## src/rtl/lcd_dma_pkg.sv

```systemverilog
package lcd_dma_pkg;

    typedef enum logic [1:0] {
        ST_IDLE   = 2'd0,
        ST_SCAN   = 2'd1,
        ST_WAIT   = 2'd2,
        ST_FINISH = 2'd3
    } walk_st_e;

    localparam int CTRL_EN     = 0;
    localparam int CTRL_DIS    = 1;
    localparam int CTRL_FMT_LO = 2;
    localparam int CTRL_W      = 4;
    localparam int CMD_PAL     = 16;

    localparam logic [1:0] RA_CTRL = 2'd0;
    localparam logic [1:0] RA_STAT = 2'd1;
    localparam logic [1:0] RA_MASK = 2'd2;

endpackage

```

## src/rtl/lcd_dma_addr_chk.sv

```systemverilog
module lcd_dma_addr_chk #(
    parameter int            NCH    = 4,
    parameter int            AW     = 32,
    parameter logic [AW-1:0] WIN_LO = 32'h1000_0000,
    parameter logic [AW-1:0] WIN_HI = 32'h1FFF_FFFF
) (
    input  logic [NCH*AW-1:0] src_flat,
    output logic [NCH-1:0]    src_ok
);

    for (genvar g = 0; g < NCH; g++) begin : g_chk
        logic [AW-1:0] s;
        assign s         = src_flat[g*AW +: AW];
        assign src_ok[g] = (s != '0) && (s >= WIN_LO) && (s <= WIN_HI);
    end

endmodule

```

## src/rtl/lcd_dma_regs.sv

```systemverilog
module lcd_dma_regs
    import lcd_dma_pkg::*;
#(
    parameter int NCH = 4
) (
    input  logic           clk,
    input  logic           rst_n,
    input  logic           wr_en,
    input  logic [1:0]     addr,
    input  logic [31:0]    wdata,
    output logic [31:0]    rdata,
    input  logic [NCH-1:0] sof_set,
    input  logic [NCH-1:0] eof_set,
    input  logic [NCH-1:0] berr_set,
    input  logic           done_set,
    input  logic           pass_end,
    output logic           en,
    output logic           dis,
    output logic [1:0]     fmt,
    output logic           irq
);

    localparam int STW = 3*NCH + 1;

    typedef struct packed {
        logic [CTRL_W-1:0] ctrl;
        logic [STW-1:0]    status;
        logic [STW-1:0]    mask;
        logic              irq;
    } regs_s;

    regs_s q_q, n_d;
    logic [STW-1:0] hw_set;
    logic stat_wr, mask_wr, ctrl_wr;

    assign hw_set  = {done_set, berr_set, eof_set, sof_set};
    assign ctrl_wr = wr_en && (addr == RA_CTRL);
    assign stat_wr = wr_en && (addr == RA_STAT);
    assign mask_wr = wr_en && (addr == RA_MASK);

    always_comb begin
        n_d = q_q;
        if (ctrl_wr) n_d.ctrl = wdata[CTRL_W-1:0];
        if (stat_wr) n_d.status = q_q.status & ~wdata[STW-1:0];
        if (mask_wr) n_d.mask = wdata[STW-1:0];
        n_d.status = n_d.status | hw_set;
        if (done_set) n_d.ctrl[CTRL_EN] = 1'b0;
        if (pass_end || stat_wr || mask_wr)
            n_d.irq = |(n_d.status & n_d.mask);
    end

    always_ff @(posedge clk or negedge rst_n) begin
        if (!rst_n) q_q <= '0;
        else        q_q <= n_d;
    end

    always_comb begin
        case (addr)
            RA_CTRL: rdata = 32'(q_q.ctrl);
            RA_STAT: rdata = 32'(q_q.status);
            RA_MASK: rdata = 32'(q_q.mask);
            default: rdata = '0;
        endcase
    end

    assign en  = q_q.ctrl[CTRL_EN];
    assign dis = q_q.ctrl[CTRL_DIS];
    assign fmt = q_q.ctrl[CTRL_FMT_LO +: 2];
    assign irq = q_q.irq;

    AST_SET_WINS: assert property (@(posedge clk) disable iff (!rst_n)
        (hw_set != '0) |=> ((q_q.status & $past(hw_set)) == $past(hw_set)));

    AST_DONE_DROPS_EN: assert property (@(posedge clk) disable iff (!rst_n)
        done_set |=> (!q_q.ctrl[CTRL_EN] && q_q.status[STW-1]));

    AST_IRQ_QUIET: assert property (@(posedge clk) disable iff (!rst_n)
        !(pass_end || stat_wr || mask_wr) |=> $stable(q_q.irq));

endmodule

```

## src/rtl/lcd_dma_walker.sv

```systemverilog
module lcd_dma_walker
    import lcd_dma_pkg::*;
#(
    parameter int NCH   = 4,
    parameter int AW    = 32,
    parameter int LEN_W = 12
) (
    input  logic            clk,
    input  logic            rst_n,
    input  logic            frame_tick,
    input  logic            en,
    input  logic            dis,
    input  logic [1:0]      fmt,
    input  logic [NCH-1:0]  ch_active,
    input  logic [NCH*AW-1:0] ch_src,
    input  logic [NCH*32-1:0] ch_cmd,
    input  logic [NCH-1:0]  src_ok,
    input  logic            mem_done,
    output logic            mem_req,
    output logic [AW-1:0]   mem_addr,
    output logic [LEN_W-1:0] mem_len,
    output logic            mem_pal,
    output logic            pal_reparse,
    output logic            vsync,
    output logic [NCH-1:0]  sof_set,
    output logic [NCH-1:0]  eof_set,
    output logic [NCH-1:0]  berr_set,
    output logic            done_set,
    output logic            pass_end
);

    localparam int CW = (NCH > 1) ? $clog2(NCH) : 1;
    localparam logic [CW-1:0] LAST = CW'(NCH - 1);

    typedef struct packed {
        walk_st_e       st;
        logic [CW-1:0]  ch;
        logic           req;
        logic [AW-1:0]  addr;
        logic [LEN_W-1:0] len;
        logic           pal;
        logic           reparse;
        logic [1:0]     fmt_seen;
        logic           vsync;
    } walk_s;

    walk_s q_q, n_d;
    logic [AW-1:0] cur_src;
    logic [31:0]   cur_cmd;
    logic          step;

    assign cur_src = ch_src[int'(q_q.ch)*AW +: AW];
    assign cur_cmd = ch_cmd[int'(q_q.ch)*32 +: 32];

    always_comb begin
        n_d        = q_q;
        n_d.req    = 1'b0;
        n_d.reparse = 1'b0;
        n_d.vsync  = 1'b0;
        sof_set    = '0;
        eof_set    = '0;
        berr_set   = '0;
        done_set   = 1'b0;
        pass_end   = 1'b0;
        step       = 1'b0;
        case (q_q.st)
            ST_IDLE: begin
                if (frame_tick && en) begin
                    n_d.st = ST_SCAN;
                    n_d.ch = '0;
                end
            end
            ST_SCAN: begin
                if (!ch_active[q_q.ch]) begin
                    step = 1'b1;
                end else if (!src_ok[q_q.ch]) begin
                    berr_set[q_q.ch] = 1'b1;
                    step = 1'b1;
                end else begin
                    n_d.req  = 1'b1;
                    n_d.addr = cur_src;
                    n_d.len  = cur_cmd[LEN_W-1:0];
                    n_d.pal  = cur_cmd[CMD_PAL];
                    n_d.st   = ST_WAIT;
                    if (cur_cmd[CMD_PAL]) begin
                        n_d.fmt_seen = fmt;
                    end else begin
                        sof_set[q_q.ch] = 1'b1;
                        if (fmt != q_q.fmt_seen) begin
                            n_d.reparse  = 1'b1;
                            n_d.fmt_seen = fmt;
                        end
                    end
                end
            end
            ST_WAIT: begin
                if (mem_done) begin
                    if (!q_q.pal) eof_set[q_q.ch] = 1'b1;
                    step = 1'b1;
                end
            end
            default: begin
                pass_end  = 1'b1;
                n_d.vsync = 1'b1;
                done_set  = dis;
                n_d.st    = ST_IDLE;
            end
        endcase
        if (step) begin
            if (q_q.ch == LAST) begin
                n_d.st = ST_FINISH;
            end else begin
                n_d.ch = q_q.ch + 1'b1;
                n_d.st = ST_SCAN;
            end
        end
    end

    always_ff @(posedge clk or negedge rst_n) begin
        if (!rst_n) q_q <= '0;
        else        q_q <= n_d;
    end

    assign mem_req     = q_q.req;
    assign mem_addr    = q_q.addr;
    assign mem_len     = q_q.len;
    assign mem_pal     = q_q.pal;
    assign pal_reparse = q_q.reparse;
    assign vsync       = q_q.vsync;

    AST_REQ_PULSE: assert property (@(posedge clk) disable iff (!rst_n)
        mem_req |=> !mem_req);

    AST_REQ_WAITS: assert property (@(posedge clk) disable iff (!rst_n)
        (q_q.st == ST_WAIT && !mem_done) |=> !mem_req);

    AST_BERR_NO_REQ: assert property (@(posedge clk) disable iff (!rst_n)
        (berr_set != '0) |=> !mem_req);

    AST_OFF_TICK: assert property (@(posedge clk) disable iff (!rst_n)
        (q_q.st == ST_IDLE && !en) |=> (q_q.st == ST_IDLE));

    AST_VSYNC_PULSE: assert property (@(posedge clk) disable iff (!rst_n)
        vsync |=> !vsync);

    AST_REPARSE_WITH_REQ: assert property (@(posedge clk) disable iff (!rst_n)
        pal_reparse |-> (mem_req && !mem_pal));

endmodule

```

## src/rtl/lcd_frame_dma.sv

```systemverilog
module lcd_frame_dma
    import lcd_dma_pkg::*;
#(
    parameter int            NCH    = 4,
    parameter int            AW     = 32,
    parameter int            LEN_W  = 12,
    parameter logic [AW-1:0] WIN_LO = 32'h1000_0000,
    parameter logic [AW-1:0] WIN_HI = 32'h1FFF_FFFF
) (
    input  logic               clk,
    input  logic               rst_n,
    input  logic               frame_tick,
    input  logic               reg_wr,
    input  logic [1:0]         reg_addr,
    input  logic [31:0]        reg_wdata,
    output logic [31:0]        reg_rdata,
    input  logic [NCH-1:0]     ch_active,
    input  logic [NCH*AW-1:0]  ch_src,
    input  logic [NCH*32-1:0]  ch_cmd,
    output logic               mem_req,
    output logic [AW-1:0]      mem_addr,
    output logic [LEN_W-1:0]   mem_len,
    output logic               mem_pal,
    input  logic               mem_done,
    output logic               pal_reparse,
    output logic               overlay_on,
    output logic               irq,
    output logic               vsync
);

    logic [NCH-1:0] src_ok, sof_set, eof_set, berr_set;
    logic en, dis, done_set, pass_end;
    logic [1:0] fmt;

    lcd_dma_addr_chk #(.NCH(NCH), .AW(AW), .WIN_LO(WIN_LO), .WIN_HI(WIN_HI)) u_chk (
        .src_flat (ch_src),
        .src_ok   (src_ok)
    );

    lcd_dma_regs #(.NCH(NCH)) u_regs (
        .clk      (clk),
        .rst_n    (rst_n),
        .wr_en    (reg_wr),
        .addr     (reg_addr),
        .wdata    (reg_wdata),
        .rdata    (reg_rdata),
        .sof_set  (sof_set),
        .eof_set  (eof_set),
        .berr_set (berr_set),
        .done_set (done_set),
        .pass_end (pass_end),
        .en       (en),
        .dis      (dis),
        .fmt      (fmt),
        .irq      (irq)
    );

    lcd_dma_walker #(.NCH(NCH), .AW(AW), .LEN_W(LEN_W)) u_walk (
        .clk         (clk),
        .rst_n       (rst_n),
        .frame_tick  (frame_tick),
        .en          (en),
        .dis         (dis),
        .fmt         (fmt),
        .ch_active   (ch_active),
        .ch_src      (ch_src),
        .ch_cmd      (ch_cmd),
        .src_ok      (src_ok),
        .mem_done    (mem_done),
        .mem_req     (mem_req),
        .mem_addr    (mem_addr),
        .mem_len     (mem_len),
        .mem_pal     (mem_pal),
        .pal_reparse (pal_reparse),
        .vsync       (vsync),
        .sof_set     (sof_set),
        .eof_set     (eof_set),
        .berr_set    (berr_set),
        .done_set    (done_set),
        .pass_end    (pass_end)
    );

    if (NCH >= 4) begin : g_ovl
        assign overlay_on = ch_active[2] | ch_active[3];
    end else begin : g_no_ovl
        assign overlay_on = 1'b0;
    end

endmodule

```

## config.mk

```make
export PLATFORM = sky130hd
export DESIGN_NAME = lcd_frame_dma
export DESIGN_NICKNAME = d
export VERILOG_FILES = /design/src/rtl/lcd_dma_pkg.sv /design/src/rtl/lcd_dma_addr_chk.sv /design/src/rtl/lcd_dma_regs.sv /design/src/rtl/lcd_dma_walker.sv /design/src/rtl/lcd_frame_dma.sv
export SDC_FILE = /design/constraint.sdc
export NUM_CORES = 1
export LEC_CHECK = 0
export BUFFER_PORTS_ARGS = -buffer_cell sky130_fd_sc_hd__buf_2
export CORE_AREA = 5 5 147 149
export DETAILED_ROUTE_END_ITERATION = 10
export DIE_AREA = 0 0 152 154
export PLACE_DENSITY = 0.54
export RECOVER_POWER = 100
export SLEW_MARGIN = 0
export SYNTH_ARGS = -nofsm -noshare
export SYNTH_HDL_FRONTEND = slang
export SYNTH_SLANG_ARGS = --single-unit
```

## constraint.sdc

```tcl
create_clock -name clk -period 3.4 [get_ports clk]
set_clock_uncertainty 0.15 [all_clocks]
set_input_delay 0.51 -clock clk [delete_from_list [all_inputs] [get_ports clk]]
set_output_delay 0.51 -clock clk [all_outputs]
set_load 0.01 [all_outputs]
```

### Yosys cells after proc, flatten, opt, wreduce, memory -nomap -nowiden

Cells that the tools add are included.

* bits in registers: 85
* input port bits: 299

* add/subtract/negate cells: 1
* magnitude comparators: 10
* equal/unequal tests: 10
* shift-type cells: 2
* mux-type cells: 41
* bitwise logic cells: 5
* reductions and logical operators: 28

Operator list (number)
* $mux 49: 3
* $ge 32x29->1 const B: 4
* $le 32x29->1 const B: 4
* $reduce_bool 32->1: 4
* $shiftx 128x8->17: 1
* $shiftx 128x8->32: 1
* $mux 4: 12
* $pmux 13 s3: 1
* $and 13x13->13: 2
* $mux 13: 2
* $logic_and 1x1->1: 13
* $not 13->13: 1
* $or 13x13->13: 1
* $reduce_or 13->1: 1
* $mux 2: 6
* $mux 1: 11
* $ne 3x1->1 const B: 3
* $reduce_and 4->1: 2
* $eq 2x2->1 const B: 3
* $pmux 2 s3: 1
* $bmux 1 s2: 2
* $eq 2x1->1 const B: 2
* $logic_not 2->1: 2
* $reduce_bool 2->1: 2
* other kinds (12): 13

### Logic depth before layout (Yosys ltp)

Gate-level depths: netlist (run 1).

* word-level depth: 11
* depth in mapped cells: 9
* mapped depth without buffers: 8

### Cells and area by module

Synthesis (run 1) repeated with hierarchy kept, for this count alone.

* cells, all modules: 440
* area total of the unflattened synthesis: 5645.4 µm²

By module, submodules not included
* lcd_dma_walker: instances 1, cells each 261, area each 3819.9 µm², seq. area each 1351.3 µm²
* lcd_dma_regs: instances 1, cells each 174, area each 1759.2 µm², seq. area each 775.7 µm²
* lcd_dma_addr_chk: instances 1, cells each 4, area each 60.1 µm², seq. area each 0.0 µm²
* lcd_frame_dma: instances 1, cells each 1, area each 6.3 µm², seq. area each 0.0 µm²

### Worst setup path after synthesis (run 1)

No wires, ideal clock.

* path type: register to register
* start point: register u_walk.q_q[50] (netlist name)
* end point: register u_regs.q_q (netlist bit u_regs.irq)
* library setup time: 0.133 ns
* arrival time: 2.239 ns
* required time: 3.117 ns
* path slack: 0.878 ns
* cell stages (with the launch flop): 9
* buffers on the path: 2
* clock period less this slack: 2.522 ns
* path through: dfrtp_1 -> buf_6 -> buf_1 -> inv_1 -> ha_1 -> a22o_1 -> a222oi_1 -> nor3b_1 -> a32oi_1

RTL lines
* from (decl): line lcd_dma_walker.sv:47 `walk_s q_q, n_d;`
* from (signal assigned): line lcd_dma_walker.sv:121 `else q_q <= n_d;`
* to (signal assigned): line lcd_dma_regs.sv:54 `else q_q <= n_d;`
* to (decl): line lcd_dma_regs.sv:32 `regs_s q_q, n_d;`

### Worst setup path in the final report (run 1)

* start point: input reg_addr[0]
* end point: output reg_rdata[2]

* word-level cells in the longest chain between the ends: 2
* elaborated cells between the ends (all ways): 4

Ends and longest elaborated chain
* from (decl): line lcd_frame_dma.sv:14 `input logic [1:0] reg_addr,`
* $eq 2x2->1, or another cell as far along: line lcd_dma_regs.sv:58 `case (addr)`
* $pmux 13 s3 (*): line lcd_dma_regs.sv:58
* to (decl): line lcd_frame_dma.sv:16 `output logic [31:0] reg_rdata,`

Every way passes the cells marked *; elsewhere a longest branch is shown, timed or not.

==> results.toml, run 1 <==
[synthesis]
synth_area_per_cell_um2 = 12.6
ys_seq_elements = 85
synth_top_cell_area_share = 0.390
synth_edf_count = 0
synth_ff_type = "dfrtp_1"
yosysMostFrequentCell = "dfrtp_1"
synth_largest_area_cell = "dfrtp_1"
yosys-top-cells-count = "dfrtp_1 (85), buf_4 (68), mux2_2 (55)"
syn_inst = 432
yosys_warnings = 0
ys_types = 50
synth_async_sr_flop_share = 1.00
syn_area_um2 = 5450
synth.area.top_cells = "dfrtp_1 (39%), mux4_2 (17%), mux2_2 (11%), buf_4 (9.4%), a22o_1 (3.5%)"
seq_area_frac_synth = 0.390

[cells_and_area]
fin_util = 0.344
fin_nets = 959
multi_input_area_um2 = 2710
nFillCells = 2087
drive_gt1_frac = 0.484
syn_to_final_growth_pct = 26.4
regArea_um2 = 2130

[worst_setup_path]
worstPathCellList = "clkbuf_1, nor2b_1, clkbuf_1, nand2_1, o21ai_0, clkbuf_1"
max_stage_delay_ps = 500
cpMostUsedCell = "clkbuf_1"
worst_ep_required_time_ps = 2740
critPathLaunchType = "input pin"
path_delay_family = "buffers and inverters"
crit_path_end_kind = "primary output"
slowest_stage = "clkbuf_1"
path_buf_inv = 3
crit_fanout = 16
crit_type = "in2out"
arrival_ps = 2350

[timing]
fin_setup_tns_ps = 0
fmax_ghz = 0.332
holdWs_ps = -14.3
min_period_ps = 3010
hold_viol = 11
slew_headroom = -0.358
setup_viol = 0
worst_pin_slew_ps = 2030
rsz0062_at_grt = "no"
slew_violations = 45
timing.final.crit_share = 0.886

[global_route]
grt_max_degree = 45
grt_pass1_vias = 4725
grt_pass1_wl_um = 26000
antenna_found_initial = 1
track_usage = 0.140
grt-ovfl-total = 0

[drt]
route.detailed.drc = 0
drt_iter0_drc = 217
ant_nets = 0
wirelength_um = 16700
wl_per_cell_um = 18.0
vias = 4321
viasPerCell = 4.66
drt-pass1-iter-count = 6

[power_and_ir_drop]
clkPwrFrac = 0.244
switchingPower_mw = 1.55
p_leak_nw = 3.18
p_sw_frac = 0.356
combPwrFrac = 0.398
peakVddDrop_uv = 239
p_int_mw = 2.80
power_mw = 4.35
seq_power_share = 0.357
p_per_area_nw_per_um2 = 632

[place]
port_buffers = 266
hpwl_um = 13400
place.gp.congestion = 0.772

[cts]
cts_resized = 0
postCtsSetupRepairBufs = 0
hold_buffers = 0
root_buffer = "clkbuf_16"
cts_buffers = 9
htreeDepth = 3
tritoncts = "done"
cts_sinks = 85
cts.path.max_buffers = 2
clk_latency_ps = 350
clk_pin_slew_ps = 80

[die]
io_pins = 381
row_count = 52
start_util = 0.272
fp.dieArea_um2 = 23400
die_h_um = 154
core_um2 = 20000
die_w_um = 152

[run]
cap_violations = 1

[hold_path]
min_path_type = "in2async"

[status]
violations = "hold timing, capacitance limit, slew limit"
outcome = "complete, but fails checks"
[power by group through the flow]
stage                     clock, mW  combinational [mW]  sequential, mW
after global routing           1.14                1.91            1.60
after detailed placement          0                1.84            1.57
after CTS                      1.11                1.85            1.56
after global placement            0                1.83            1.57
after floorplan                   0                1.51            1.46
final                          1.06                1.73            1.55
[routing by layer]
layer / global-route usage / wire length (um) / share of wire / vias up
met5: 0 / 0 / 0 / -
met4: 0.0351 / 194 / 0.012 / 0
met3: 0.0377 / 1030 / 0.062 / 12
met2: 0.240 / 8580 / 0.51 / 184
met1: 0.175 / 6910 / 0.41 / 2138
li1: - / - / - / 1987
[cell type report]
| class | count | area share |
|---|---|---|
| inverters | 14 | 0.00763 |
| multi-input cells | 265 | 0.393 |
| clock buffers | 9 | 0.0327 |
| repair buffers | 277 | 0.194 |
| clock inverters | 7 | 0.0134 |
| flip-flops and latches | 85 | 0.310 |
| diodes | 1 | 0.000363 |
| well taps | 270 | 0.0491 |
[layout by cell type (no fill, tap or decap), types with 5 or more instances in the layout]
master       n
clkbuf_1    69
dfrtp_1     83
inv_1       14
mux2_2      46
mux4_2      41
a22oi_1      5
o221ai_1     7
nor2b_1      5
a21oi_1      9
buf_4        5
o21ai_0     13
clkbuf_16    9
a22o_1      22
mux2i_1     10
nand2_1     27
ha_1         8
buf_2      201
mux2_1      13
conb_1      19
[sequential cells by signal (all words and copies together), names as in the netlist]
name,cells
u_walk.pal_reparse,1
u_walk.mem_pal,1
u_regs.irq,1
u_regs.en,1
u_walk.mem_req,1
u_walk.mem_addr,32
u_regs.dis,1
u_regs.fmt,2
u_walk.mem_len,12
u_regs.q_q,26
u_walk.vsync,1
u_walk.q_q,6
[logic make-up after synthesis]
logic type	after synthesis	share of synthesized area
XOR/XNOR	2	0.00322
other	1	0.000688
adder cells (fa/ha/maj)	8	0.0184
buffers and inverters	100	0.122
multiplexers	110	0.310
flip-flops	85	0.390
AND/OR/NAND/NOR	59	0.0627
AO/OA/AOI/OAI	67	0.0925
[through the flow]
step           std cells  setup slack, ps  instance area [um2]
2_1_floorplan        450              878                 5520
3_3_place_gp         911              330                 6690
3_5_place_dp         911              304                 6690
4_1_cts              927              396                 7000
5_1_grt              928              181                 6890
6_report             928              389                 6890
[final timing paths]
check / cells after the start / end / slack [ps] / from
worst max-delay path: 6 / reg_rdata[2] / 390 / reg_addr[0]
worst min-delay path: 1 / u_regs.q_q[8] / -10 / rst_n
worst max register to register: 6 / u_walk.mem_len[1] / 420 / u_walk.q_q[50]
worst min register to register: 1 / u_walk.mem_addr[28] / 320 / u_walk.mem_addr[28]
max in group asynchronous: 2 / u_walk.mem_len[1] / 740 / rst_n
min in group clk: 2 / u_regs.q_q[8] / 270 / reg_wdata[7]
Power figures use the tool's default switching activity.
==> run 2: changes to the inputs <==
Settings changed: RECOVER_POWER 100 to 50.
==> results.toml, run 2 (synthesized netlist as in run 1, its figures left out) <==
[die]
die_h_um = 154
row_count = 52
io_pins = 381
fp.dieArea_um2 = 23400
core_um2 = 20000
die_w_um = 152
start_util = 0.272

[timing]
hold_viol = 10
finalWorstSetupSlack_ps = 509
timing.final.crit_share = 0.850
worst_pin_slew_ps = 2070
slew_violations = 45
rsz0062_at_grt = "no"
setup_viol = 0
holdWs_ps = -14.5
fin_setup_tns_ps = 0
fmax_ghz = 0.346
min_period_ps = 2890
slew_headroom = -0.382

[worst_setup_path]
r2r_cells = 6
rrSetupSlack_ps = 510
critPathLaunchType = "register"
crit_fanout = 29
regToRegEndpoint = "u_walk.mem_len[1]"
slowest_stage = "dfrtp_4"
reg2reg_from = "u_walk.q_q[50]"
worst_ep_required_time_ps = 3480
max_stage_delay_ps = 610
worstPathCellList = "or4_4, o22ai_4, nor3_2, nor2_4, buf_12, mux2_2"
crit_path_end_kind = "register"
crit_type = "reg2reg"
arrival_ps = 2970
startpoint = "u_walk.q_q[50]"

[cts]
root_buffer = "clkbuf_16"
clk_latency_ps = 350
cts_resized = 0
cts.path.max_buffers = 2
clk_pin_slew_ps = 80
postCtsSetupRepairBufs = 0
tritoncts = "done"
hold_buffers = 0
cts_sinks = 85
cts_buffers = 9
htreeDepth = 3

[drt]
drt_iter0_drc = 214
route.detailed.drc = 0
drt-pass1-iter-count = 4
wirelength_um = 16700
vias = 4322
viasPerCell = 4.66
wl_per_cell_um = 18.0
ant_nets = 0

[place]
port_buffers = 266
hpwl_um = 13400
place.gp.congestion = 0.772
pre_cts_slack_ps = 304

[cells_and_area]
syn_to_final_growth_pct = 27.8
mostFrequentLayoutCell = "buf_2"
final_cell_mix = "buf_2 (237), dfrtp_1 (83), mux2_2 (53)"
multi_input_area_um2 = 2720
drive_gt1_frac = 0.562
fin_nets = 959
largest_reg_flops = 32
nFillCells = 2069
regArea_um2 = 2130

[global_route]
grt_pass1_vias = 4725
antenna_found_initial = 1
grt-ovfl-total = 0
grt_max_degree = 45
grt_pass1_wl_um = 26000
track_usage = 0.140

[power_and_ir_drop]
peakVddDrop_uv = 239
power_mw = 4.39
p_leak_nw = 3.34
p_per_area_nw_per_um2 = 630

[status]
outcome = "complete, but fails checks"
violations = "hold timing, capacitance limit, slew limit"

[hold_path]
min_path_type = "in2async"

[run]
cap_violations = 1
==> run 2: changes by cell type in the layout (fill, tap and decap cells not counted) <==
| cell | delta |
|---|---|
| clkbuf_1 | -41 |
| buf_2 | +36 |
| mux2_1 | -7 |
| mux2_2 | +7 |
| buf_4 | +5 |
| a21boi_0 | -1 |
| a21boi_1 | +1 |
| nor3_1 | -1 |
| nor3_2 | +1 |
| nor4_1 | -1 |
| nor4_2 | +1 |
| or4_1 | -1 |
| or4_4 | +1 |
==> run 2: per-layer routing <==
metal  GRT usage  vias to the layer above  wire length [um]
met1       0.175                     2147              6830
met5           0                        -                 0
met4      0.0351                        0               194
met2       0.240                      175              8610
met3      0.0377                       12              1030
li1            -                     1988                 -
==> run 2: stage by stage <==
stage	utilization	instances	hold WS, ps	area [um2]
floorplan	-	450	64.4	5520
global placement	0.334	911	300	6690
detailed placement	0.334	911	299	6690
CTS	0.350	927	16.0	7000
global route	0.348	928	26.8	6960
finish	0.348	928	-14.5	6960
==> run 2: layout make-up <==
type / instances / area share
multi-input combinational: 265 / 0.391
sequential: 85 / 0.306
timing repair buffer: 277 / 0.201
tap: 270 / 0.0485
clock buffer: 9 / 0.0323
clock inverter: 7 / 0.0133
inverter: 14 / 0.00755
antenna: 1 / 0.000359
==> run 2: power by group <==
part	total (mW)	switching [mW]	internal, mW
logic	1.78	0.832	0.945
clock network	1.06	0.472	0.589
registers	1.55	0.244	1.31
total	4.39	1.55	2.84
==> run 2: how the worst max path moves through the flow <==
stage                              endpoint  slack, ps
after global placement    u_walk.mem_len[1]        330
after global routing      u_walk.mem_len[2]        210
after floorplan                  u_regs.irq        880
final                     u_walk.mem_len[1]        510
after CTS                 u_walk.mem_len[1]        400
after detailed placement  u_walk.mem_len[1]        300
==> run 2: critical path: cells and delay by family, from the launching register on <==
family                 cells  cell delay [ps]
AO/OA/AOI/OAI              1              210
flip-flops                 1              610
multiplexers               1              360
buffers and inverters      1              280
AND/OR/NAND/NOR            3             1140
